File: config.mk
export PLATFORM = sky130hd
export DESIGN_NAME = rtc_bank_mapper
export DESIGN_NICKNAME = d
export VERILOG_FILES = /design/src/rtl/rtc_mapper_pkg.sv /design/src/rtl/rtc_bus_decode.sv /design/src/rtl/rtc_time_counter.sv /design/src/rtl/rtc_latch_bank.sv /design/src/rtl/rtc_bank_mapper.sv
export SDC_FILE = /design/constraint.sdc
export NUM_CORES = 1
export LEC_CHECK = 0
export CORE_UTILIZATION = 45
export DETAILED_ROUTE_END_ITERATION = 12
export DONT_BUFFER_PORTS = 1
export GPL_ROUTABILITY_DRIVEN = 0
export GPL_TIMING_DRIVEN = 0
export SLEW_MARGIN = 30
export SYNTH_ARGS = -nofsm -noshare
export SYNTH_HDL_FRONTEND = slang
export SYNTH_SLANG_ARGS = --single-unit
File: constraint.sdc
create_clock -name clk -period 3.3 [get_ports clk]
set_input_delay 0.99 -clock clk [delete_from_list [all_inputs] [get_ports clk]]
set_output_delay 0.99 -clock clk [all_outputs]
set_load 0.1 [all_outputs]
File: src/rtl/rtc_mapper_pkg.sv
package rtc_mapper_pkg;
  localparam int SEC_W = 6;
  localparam int MIN_W = 6;
  localparam int HR_W  = 5;
  localparam int DAY_W = 9;

  localparam logic [2:0] PG_ENABLE = 3'd0;
  localparam logic [2:0] PG_ROM    = 3'd1;
  localparam logic [2:0] PG_SELECT = 3'd2;
  localparam logic [2:0] PG_LATCH  = 3'd3;
  localparam logic [2:0] PG_WINDOW = 3'd5;

  localparam logic [2:0] IDX_SEC  = 3'd0;
  localparam logic [2:0] IDX_MIN  = 3'd1;
  localparam logic [2:0] IDX_HR   = 3'd2;
  localparam logic [2:0] IDX_DAYL = 3'd3;
  localparam logic [2:0] IDX_CTL  = 3'd4;

  typedef struct packed {
    logic [SEC_W-1:0] sec;
    logic [MIN_W-1:0] min;
    logic [HR_W-1:0]  hr;
    logic [DAY_W-1:0] day;
    logic             halt;
    logic             ovf;
  } rtc_time_t;
endpackage

File: src/rtl/rtc_bus_decode.sv
module rtc_bus_decode
  import rtc_mapper_pkg::*;
#(
  parameter int ROM_W      = 7,
  parameter int RAM_BANK_W = 2
) (
  input  logic                  clk,
  input  logic                  rst_n,
  input  logic                  wr_en,
  input  logic [2:0]            page,
  input  logic [7:0]            wdata,
  output logic [ROM_W-1:0]      rom_bank,
  output logic [RAM_BANK_W-1:0] ram_bank,
  output logic                  ram_en,
  output logic                  rtc_on,
  output logic [2:0]            rtc_idx,
  output logic                  latch_fire,
  output logic                  cnt_load
);
  localparam logic [7:0] RAM_BANKS = 8'(2 ** RAM_BANK_W);

  logic [ROM_W-1:0]      rom_q, rom_d, rom_val;
  logic [RAM_BANK_W-1:0] bank_q, bank_d;
  logic                  en_q, en_d, view_q, view_d, latch_q, latch_d;
  logic [2:0]            idx_q, idx_d;

  assign rom_val = wdata[ROM_W-1:0];

  always_comb begin
    rom_d      = rom_q;
    bank_d     = bank_q;
    en_d       = en_q;
    view_d     = view_q;
    idx_d      = idx_q;
    latch_d    = latch_q;
    latch_fire = 1'b0;
    cnt_load   = 1'b0;
    if (wr_en) begin
      case (page)
        PG_ENABLE: begin
          if (wdata == 8'h0A)      en_d = 1'b1;
          else if (wdata == 8'h00) en_d = 1'b0;
        end
        PG_ROM: rom_d = (rom_val == '0) ? ROM_W'(1) : rom_val;
        PG_SELECT: begin
          if (wdata < RAM_BANKS) begin
            bank_d = wdata[RAM_BANK_W-1:0];
            view_d = 1'b0;
          end else if (wdata >= 8'h08 && wdata <= 8'h0C) begin
            idx_d  = wdata[2:0];  // equals value minus 8 in this range
            view_d = 1'b1;
          end
        end
        PG_LATCH: begin
          if (latch_q && wdata == 8'h00) begin
            latch_d = 1'b0;
          end else if (!latch_q && wdata == 8'h01) begin
            latch_d    = 1'b1;
            latch_fire = 1'b1;
          end
        end
        PG_WINDOW: cnt_load = en_q && view_q;
        default: ;
      endcase
    end
  end

  always_ff @(posedge clk or negedge rst_n) begin
    if (!rst_n) begin
      rom_q   <= ROM_W'(1);
      bank_q  <= '0;
      en_q    <= 1'b0;
      view_q  <= 1'b0;
      idx_q   <= '0;
      latch_q <= 1'b0;
    end else begin
      rom_q   <= rom_d;
      bank_q  <= bank_d;
      en_q    <= en_d;
      view_q  <= view_d;
      idx_q   <= idx_d;
      latch_q <= latch_d;
    end
  end

  assign rom_bank = rom_q;
  assign ram_bank = bank_q;
  assign ram_en   = en_q;
  assign rtc_on   = view_q;
  assign rtc_idx  = idx_q;
endmodule

File: src/rtl/rtc_time_counter.sv
module rtc_time_counter
  import rtc_mapper_pkg::*;
(
  input  logic      clk,
  input  logic      rst_n,
  input  logic      tick,
  input  logic      load,
  input  logic [2:0] load_idx,
  input  logic [7:0] load_data,
  output rtc_time_t live
);
  rtc_time_t cur_q, nxt;

  always_comb begin
    nxt = cur_q;
    if (load) begin
      case (load_idx)
        IDX_SEC:  nxt.sec = load_data[SEC_W-1:0];
        IDX_MIN:  nxt.min = load_data[MIN_W-1:0];
        IDX_HR:   nxt.hr  = load_data[HR_W-1:0];
        IDX_DAYL: nxt.day[7:0] = load_data;
        IDX_CTL: begin
          nxt.day[8] = load_data[0];
          nxt.halt   = load_data[6];
          nxt.ovf    = load_data[7];
        end
        default: ;
      endcase
    end else if (tick && !cur_q.halt) begin
      if (cur_q.sec != SEC_W'(59)) begin
        nxt.sec = cur_q.sec + 1'b1;
      end else begin
        nxt.sec = '0;
        if (cur_q.min != MIN_W'(59)) begin
          nxt.min = cur_q.min + 1'b1;
        end else begin
          nxt.min = '0;
          if (cur_q.hr != HR_W'(23)) begin
            nxt.hr = cur_q.hr + 1'b1;
          end else begin
            nxt.hr  = '0;
            nxt.day = cur_q.day + 1'b1;
            if (cur_q.day == '1) nxt.ovf = 1'b1;
          end
        end
      end
    end
  end

  always_ff @(posedge clk or negedge rst_n) begin
    if (!rst_n) cur_q <= '0;
    else        cur_q <= nxt;
  end

  assign live = cur_q;
endmodule

File: src/rtl/rtc_latch_bank.sv
module rtc_latch_bank
  import rtc_mapper_pkg::*;
(
  input  logic       clk,
  input  logic       rst_n,
  input  logic       capture,
  input  rtc_time_t  live,
  input  logic [2:0] idx,
  input  logic       show,
  output logic [7:0] rd_data
);
  rtc_time_t snap_q, snap_d;

  always_comb begin
    snap_d = capture ? live : snap_q;
  end

  always_ff @(posedge clk or negedge rst_n) begin
    if (!rst_n) snap_q <= '0;
    else        snap_q <= snap_d;
  end

  always_comb begin
    rd_data = 8'hFF;
    if (show) begin
      case (idx)
        IDX_SEC:  rd_data = 8'(snap_q.sec);
        IDX_MIN:  rd_data = 8'(snap_q.min);
        IDX_HR:   rd_data = 8'(snap_q.hr);
        IDX_DAYL: rd_data = snap_q.day[7:0];
        IDX_CTL:  rd_data = {snap_q.ovf, snap_q.halt, 5'b0, snap_q.day[8]};
        default:  rd_data = 8'hFF;
      endcase
    end
  end
endmodule

File: src/rtl/rtc_bank_mapper.sv
module rtc_bank_mapper
  import rtc_mapper_pkg::*;
#(
  parameter int ROM_W      = 7,
  parameter int RAM_BANK_W = 2
) (
  input  logic                  clk,
  input  logic                  rst_n,
  input  logic                  tick_1hz,
  input  logic                  bus_wr,
  input  logic [2:0]            bus_page,
  input  logic [7:0]            bus_wdata,
  output logic [ROM_W-1:0]      rom_bank,
  output logic [RAM_BANK_W-1:0] ram_bank,
  output logic                  ram_enable,
  output logic                  clock_view,
  output logic [7:0]            win_rdata
);
  logic      rst_meta, rst_sync;
  logic      latch_fire, cnt_load;
  logic [2:0] rtc_idx;
  rtc_time_t live_time;

  always_ff @(posedge clk or negedge rst_n) begin
    if (!rst_n) begin
      rst_meta <= 1'b0;
      rst_sync <= 1'b0;
    end else begin
      rst_meta <= 1'b1;
      rst_sync <= rst_meta;
    end
  end

  rtc_bus_decode #(.ROM_W(ROM_W), .RAM_BANK_W(RAM_BANK_W)) u_decode (
    .clk(clk), .rst_n(rst_sync), .wr_en(bus_wr), .page(bus_page),
    .wdata(bus_wdata), .rom_bank(rom_bank), .ram_bank(ram_bank),
    .ram_en(ram_enable), .rtc_on(clock_view), .rtc_idx(rtc_idx),
    .latch_fire(latch_fire), .cnt_load(cnt_load)
  );

  rtc_time_counter u_count (
    .clk(clk), .rst_n(rst_sync), .tick(tick_1hz), .load(cnt_load),
    .load_idx(rtc_idx), .load_data(bus_wdata), .live(live_time)
  );

  rtc_latch_bank u_snap (
    .clk(clk), .rst_n(rst_sync), .capture(latch_fire), .live(live_time),
    .idx(rtc_idx), .show(ram_enable && clock_view), .rd_data(win_rdata)
  );
endmodule

==> flow_summary.ini, run 1 <==
[die]
row_count = 33
die_w_um = 95.23
start_util_pct = 47.13
fp.dieArea_mm2 = 0.009069
io_pins = 34
die_y_um = 95.23
coreArea_mm2 = 0.008299

[route]
first_pass_iters = 5
viasPerCell = 6.088
drc = 0
post_drt_wl_per_cell_um = 20.94
detail-route-antenna-nets = 0
first_iter_violations = 221
vias = 2898
wl_mm = 9.968

[clock_network]
cts_tree = yes
cts-root-buf = clkbuf_8
clk_pin_slew_worst_paths_ps = 80
cts_buffers = 9
clk_latency_ps = 350
cts.sinks = 73
clock_path_buffers = 2
htreeDepth = 3

[setup_path]
cp_max_fo = 10
r2r_cells = 6
timing.rr.start = u_decode.ram_en
cp-end-kind = output port
r2r-end = u_count.live[11]
crit_path_start_kind = flop
critPathRequiredTime_ps = 2310
worstSetupPathType = flop to output port
rrSetupSlack_ps = 860
worstPathArrival_ps = 2180

[timing]
period_share_pct = 96.11
fmax_mhz = 315.3
final_max_slew_viol_count = 0
worstMarginPinSlew_ps = 907.7
setup_viol = 0
min_period_ps = 3172
relSlewSlack_pct = 39.49
finalWorstSetupSlack_ps = 128.3
fin_skew_ps = 10.93
hold_violations = 0
rsz0062_at_grt = no
holdWs_ps = 286.2

[global_route]
grt_pass1_vias = 2986
grtUsageMet3_pct = 6.699
grt_use_met2_pct = 37.56
grt_pass1_wl_mm = 16.38
antenna_found_initial = 0
track_usage_pct = 24.79
grt.met1_usage_pct = 33.40
grt-busiest-layer = met2
grt_overflow = 0
grt_start_max_net_pins = 38

[yosys]
synth_edf_count = 0
synth-seq-cells = 73
ys_types = 60
ys_warn_count = 0
synth_fp_nets = 368
syn-cell-area_mm2 = 0.003911
avgSynthCellArea_um2 = 11.24
syn-instance-count = 348
synthFlopType = dfrtp_1
ys_async_sr_fraction_pct = 100.0
seq_area_frac_synth_pct = 46.74

[power]
powerDensity_mw_per_mm2 = 469.0
ir_drop_v = 0.0004419
leakage_nw = 2.021

[placed_design]
port_buffers = 0
place_ws_ps = -176.7
dp_hpwl_mm = 7.145

[layout]
area_delta_synth_final_pct = 14.49
fin_util_pct = 53.96
antennaDiodeCount = 0
final_cell_mix = dfrtp_1 (69), nand2_1 (25), mux2_2 (23), mux2_4 (22), a21oi_1 (22)
final_common_cell = dfrtp_1
final_layout_size_suffix_gt1_share_pct = 29.38
multi_input_area_mm2 = 0.002003
seq_area_mm2 = 0.001834
fillers = 711
nets = 386

[run_status]
status = finished clean

[worst_hold_path]
min_path_type = flop to asynchronous set/reset pin

[job]
max_cap_violations = 0
[how the worst max path moves through the flow]
stage / slack [ps] / endpoint / from
2_1_floorplan: 10 / win_rdata[3] / u_decode.rtc_idx[1]
3_3_place_gp: -240 / win_rdata[2] / u_decode.rtc_idx[0]
3_5_place_dp: -180 / win_rdata[7] / u_decode.rtc_idx[0]
4_1_cts: 130 / win_rdata[1] / u_decode.ram_en
5_1_grt: 40 / win_rdata[1] / u_decode.ram_en
6_report: 130 / win_rdata[0] / u_decode.rtc_idx[0]
[stage by stage]
step	setup TNS, ps	total power, mW	instance area [µm²]	std cells
floorplan	0	1.356	3956	348
global placement	-862.0	1.409	4088	453
detailed placement	-389.2	1.421	4235	458
CTS	0	2.116	4478	476
global route	0	2.193	4478	476
finish	0	2.100	4478	476
[layer usage]
layer	wire length, µm	vias to the layer above
met5	0	-
met4	212	0
met3	656	22
met2	4546	95
met1	4553	1452
li1	-	1329
[registers in the layout, summed over array words and instances (netlist names)]
name               count
u_decode.ram_bank      2
rst_meta               1
u_snap.snap_q         28
rst_sync               1
u_decode.latch_q       1
u_decode.rtc_idx       3
u_count.live          28
u_decode.rtc_on        1
u_decode.ram_en        1
u_decode.rom_bank      7
[power by group]
part           switching (mW)  total [mW]  internal, mW  leakage, nW
logic                  0.0918       0.193         0.101        0.944
registers               0.246        1.21         0.964        0.974
clock network           0.341       0.698         0.357        0.102
total                   0.678        2.10          1.42         2.02
[cell usage after synthesis (2+ instances only)]
cell type	instances	share of area (%)
ha_1	5	1.6
nand4_2	2	0.64
and3_1	10	1.6
o21a_1	2	0.38
a31oi_1	5	0.80
mux2_4	22	8.4
mux2_2	23	6.6
nor4_1	2	0.32
inv_1	5	0.48
a21oi_1	23	2.9
nand2_1	27	2.6
mux2i_1	8	2.0
or2_2	2	0.32
nor2_1	17	1.6
buf_2	6	0.77
o21ai_0	14	1.8
o311ai_0	2	0.45
dfrtp_1	72	46
a32oi_1	4	0.90
o22ai_1	2	0.32
a22o_1	7	1.6
o211ai_1	4	0.77
nand3_1	15	1.9
buf_12	2	1.0
a211oi_1	4	0.77
nor3_2	2	0.51
nand2b_1	6	0.96
nor2b_1	3	0.48
o31ai_4	2	1.1
nor3_1	11	1.4
clkbuf_1	6	0.58
buf_6	2	0.58
o31ai_1	4	0.77
[area by class of cell]
type / count / area share [%]
multi-input combinational: 251 / 44.73
sequential: 73 / 40.96
clock buffer: 13 / 3.996
buffer: 19 / 3.521
timing repair buffer: 7 / 2.962
tap: 105 / 2.934
clock inverter: 3 / 0.4750
inverter: 5 / 0.4191
[kinds of logic after synthesis]
family | synth area share [%]
buf+inv | 4.095
other cells | 0.09588
mux | 17.11
fa+ha+maj | 1.599
flops | 46.74
simple gates | 15.80
compound gates | 14.56
[timing repair]
item,4_1_cts,5_1_grt
endpoints found under the setup margin,8,0
hold buffers,0,0
resized for setup,5,0
setup buffers,2,0
[worst max-delay path, stage by stage, from the launching register on]
cell and delay, ps:
dfrtp_1 390, clkbuf_2 280, mux2i_1 200, nor2_1 200, a31oi_1 100, o221ai_4 650
No activity file was read; power rests on OpenSTA's default activity.
==> inputs of run 2 (changes only) <==
--- a/config.mk
+++ b/config.mk
@@ -5,11 +5,15 @@
 export SDC_FILE = /design/constraint.sdc
 export NUM_CORES = 1
 export LEC_CHECK = 0
+export CELL_PAD_IN_SITES_DETAIL_PLACEMENT = 0
+export CELL_PAD_IN_SITES_GLOBAL_PLACEMENT = 1
 export CORE_UTILIZATION = 45
 export DETAILED_ROUTE_END_ITERATION = 12
 export DONT_BUFFER_PORTS = 1
 export GPL_ROUTABILITY_DRIVEN = 0
 export GPL_TIMING_DRIVEN = 0
+export MAX_ROUTING_LAYER = met4
+export PLACE_DENSITY_LB_ADDON = 0.1
 export SLEW_MARGIN = 30
 export SYNTH_ARGS = -nofsm -noshare
 export SYNTH_HDL_FRONTEND = slang
==> flow_summary.ini, run 2 (same netlist as run 1, synthesis figures left out) <==
[timing]
hold_violations = 0
setup_viol = 0
min_period_ps = 3170
worstMarginPinSlew_ps = 906.4
relSlewSlack_pct = 39.57
finalWorstSetupSlack_ps = 129.7
final_max_slew_viol_count = 0
fin_skew_ps = 14.08
fmax_mhz = 315.4
rsz0062_at_grt = no
period_share_pct = 96.07

[global_route]
grt_pass1_vias = 2910
antenna_found_initial = 0
track_usage_pct = 25.56
grt_start_max_net_pins = 38
grt_pass1_wl_mm = 16.22
grt_overflow = 0

[placed_design]
placed_cell_area_mm2 = 0.004235
port_buffers = 0
place_ws_ps = -190.3
dp_hpwl_mm = 7.215

[route]
viasPerCell = 5.964
detail-route-antenna-nets = 0
wl_mm = 10.20
first_pass_iters = 4
drc = 0
first_iter_violations = 121
vias = 2839
post_drt_wl_per_cell_um = 21.42

[clock_network]
clock_path_buffers = 2
cts.sinks = 73
clk_latency_ps = 350
cts_tree = yes
cts_buffers = 9
htreeDepth = 3
clk_pin_slew_worst_paths_ps = 80
cts-root-buf = clkbuf_8

[layout]
antennaDiodeCount = 0
final_layout_size_suffix_gt1_share_pct = 28.57
final_cell_mix = dfrtp_1 (69), nand2_1 (25), mux2_2 (23), mux2_4 (22), a21oi_1 (22)
seq_area_mm2 = 0.001834
multi_input_area_mm2 = 0.002003
final_common_cell = dfrtp_1
fin_area_mm2 = 0.004469
nets = 386
fillers = 719
area_delta_synth_final_pct = 14.27

[die]
fp.dieArea_mm2 = 0.009069
io_pins = 34
start_util_pct = 47.13
die_y_um = 95.23
row_count = 33
die_w_um = 95.23
coreArea_mm2 = 0.008299

[setup_path]
cp-end-kind = output port
worstPathArrival_ps = 2180
rrSetupSlack_ps = 870
cp_max_fo = 5
critPathRequiredTime_ps = 2310
r2r-end = u_count.live[11]
r2r_cells = 6
worstSetupPathType = flop to output port
crit_path_start_kind = flop
timing.rr.start = u_decode.rtc_on

[power]
ir_drop_v = 0.0003315
net-switching-power_mw = 0.6780
p_seq_share_pct = 57.5
switching_share_pct = 32.09
leakage_nw = 2.013
powerDensity_mw_per_mm2 = 472.8
power_frac_comb_pct = 9.2
p_int_mw = 1.435
pwr-share-clk_pct = 33.3

[job]
max_cap_violations = 0

[worst_hold_path]
min_path_type = flop to asynchronous set/reset pin

[run_status]
status = finished clean
[run 2: cell count changes in the layout (fill, tap and decap cells not counted), sizes merged]
cell / previous run / this run
inv: 6 / 5
bufinv: 0 / 1
[run 2: cell type report]
| cell class | count | area share [%] |
|---|---|---|
| clock inverter | 3 | 0.9518 |
| tap | 105 | 2.940 |
| sequential | 73 | 41.04 |
| timing repair buffer | 7 | 2.968 |
| multi-input combinational | 251 | 44.82 |
| inverter | 5 | 0.4199 |
| buffer | 19 | 3.527 |
| clock buffer | 13 | 3.331 |
[run 2: power groups by stage]
stage                     Combinational (mW)  Sequential (mW)  Clock, mW
after floorplan                        0.155             1.20          0
after global placement                 0.176             1.24          0
after detailed placement               0.195             1.23          0
after CTS                              0.196             1.21      0.718
after global routing                   0.223             1.23      0.755
final                                  0.195             1.21      0.704
[run 2: worst max-delay path, stage by stage (launching register included)]
cell and delay, ps:
dfrtp_2 700, nand2_1 350, a21oi_4 280, o211ai_1 250, buf_16 240
[run 2: worst max-delay path by stage]
stage	endpoint	slack (ps)	start
5_1_grt	win_rdata[1]	60	u_decode.rtc_idx[0]
2_1_floorplan	win_rdata[3]	10	u_decode.rtc_idx[1]
3_3_place_gp	win_rdata[2]	-240	u_decode.rtc_idx[0]
3_5_place_dp	win_rdata[6]	-190	u_decode.rtc_idx[0]
6_report	win_rdata[1]	130	u_decode.rtc_on
4_1_cts	win_rdata[6]	130	u_decode.rtc_on
[run 2: timing repair]
| item | in CTS | in global routing |
|---|---|---|
| gates resized for setup | 5 | 0 |
| hold buffers | 0 | 0 |
| setup endpoints to repair | 8 | 0 |
| buffers inserted | 2 | 0 |
[run 2: stage by stage]
stage | hold slack (ps) | TNS [ps] | util [%] | power (mW) | instances
final | 296.0 | 0 | 53.85 | 2.113 | 476
after CTS | 307.4 | 0 | 53.85 | 2.129 | 476
after global routing | 304.4 | 0 | 53.85 | 2.206 | 476
after detailed placement | 307.8 | -440.1 | 51.03 | 1.427 | 458
after global placement | 336.3 | -877.1 | 49.25 | 1.415 | 453
after floorplan | 331.2 | 0 | - | 1.356 | 348
[run 2: routing by layer]
layer	GRT usage (%)	vias to the layer above	share of wire, %
met2	38.75	73	46
met5	-	-	0
met1	33.57	1420	48
met3	4.306	17	3.7
li1	-	1329	-
met4	11.24	0	2.1
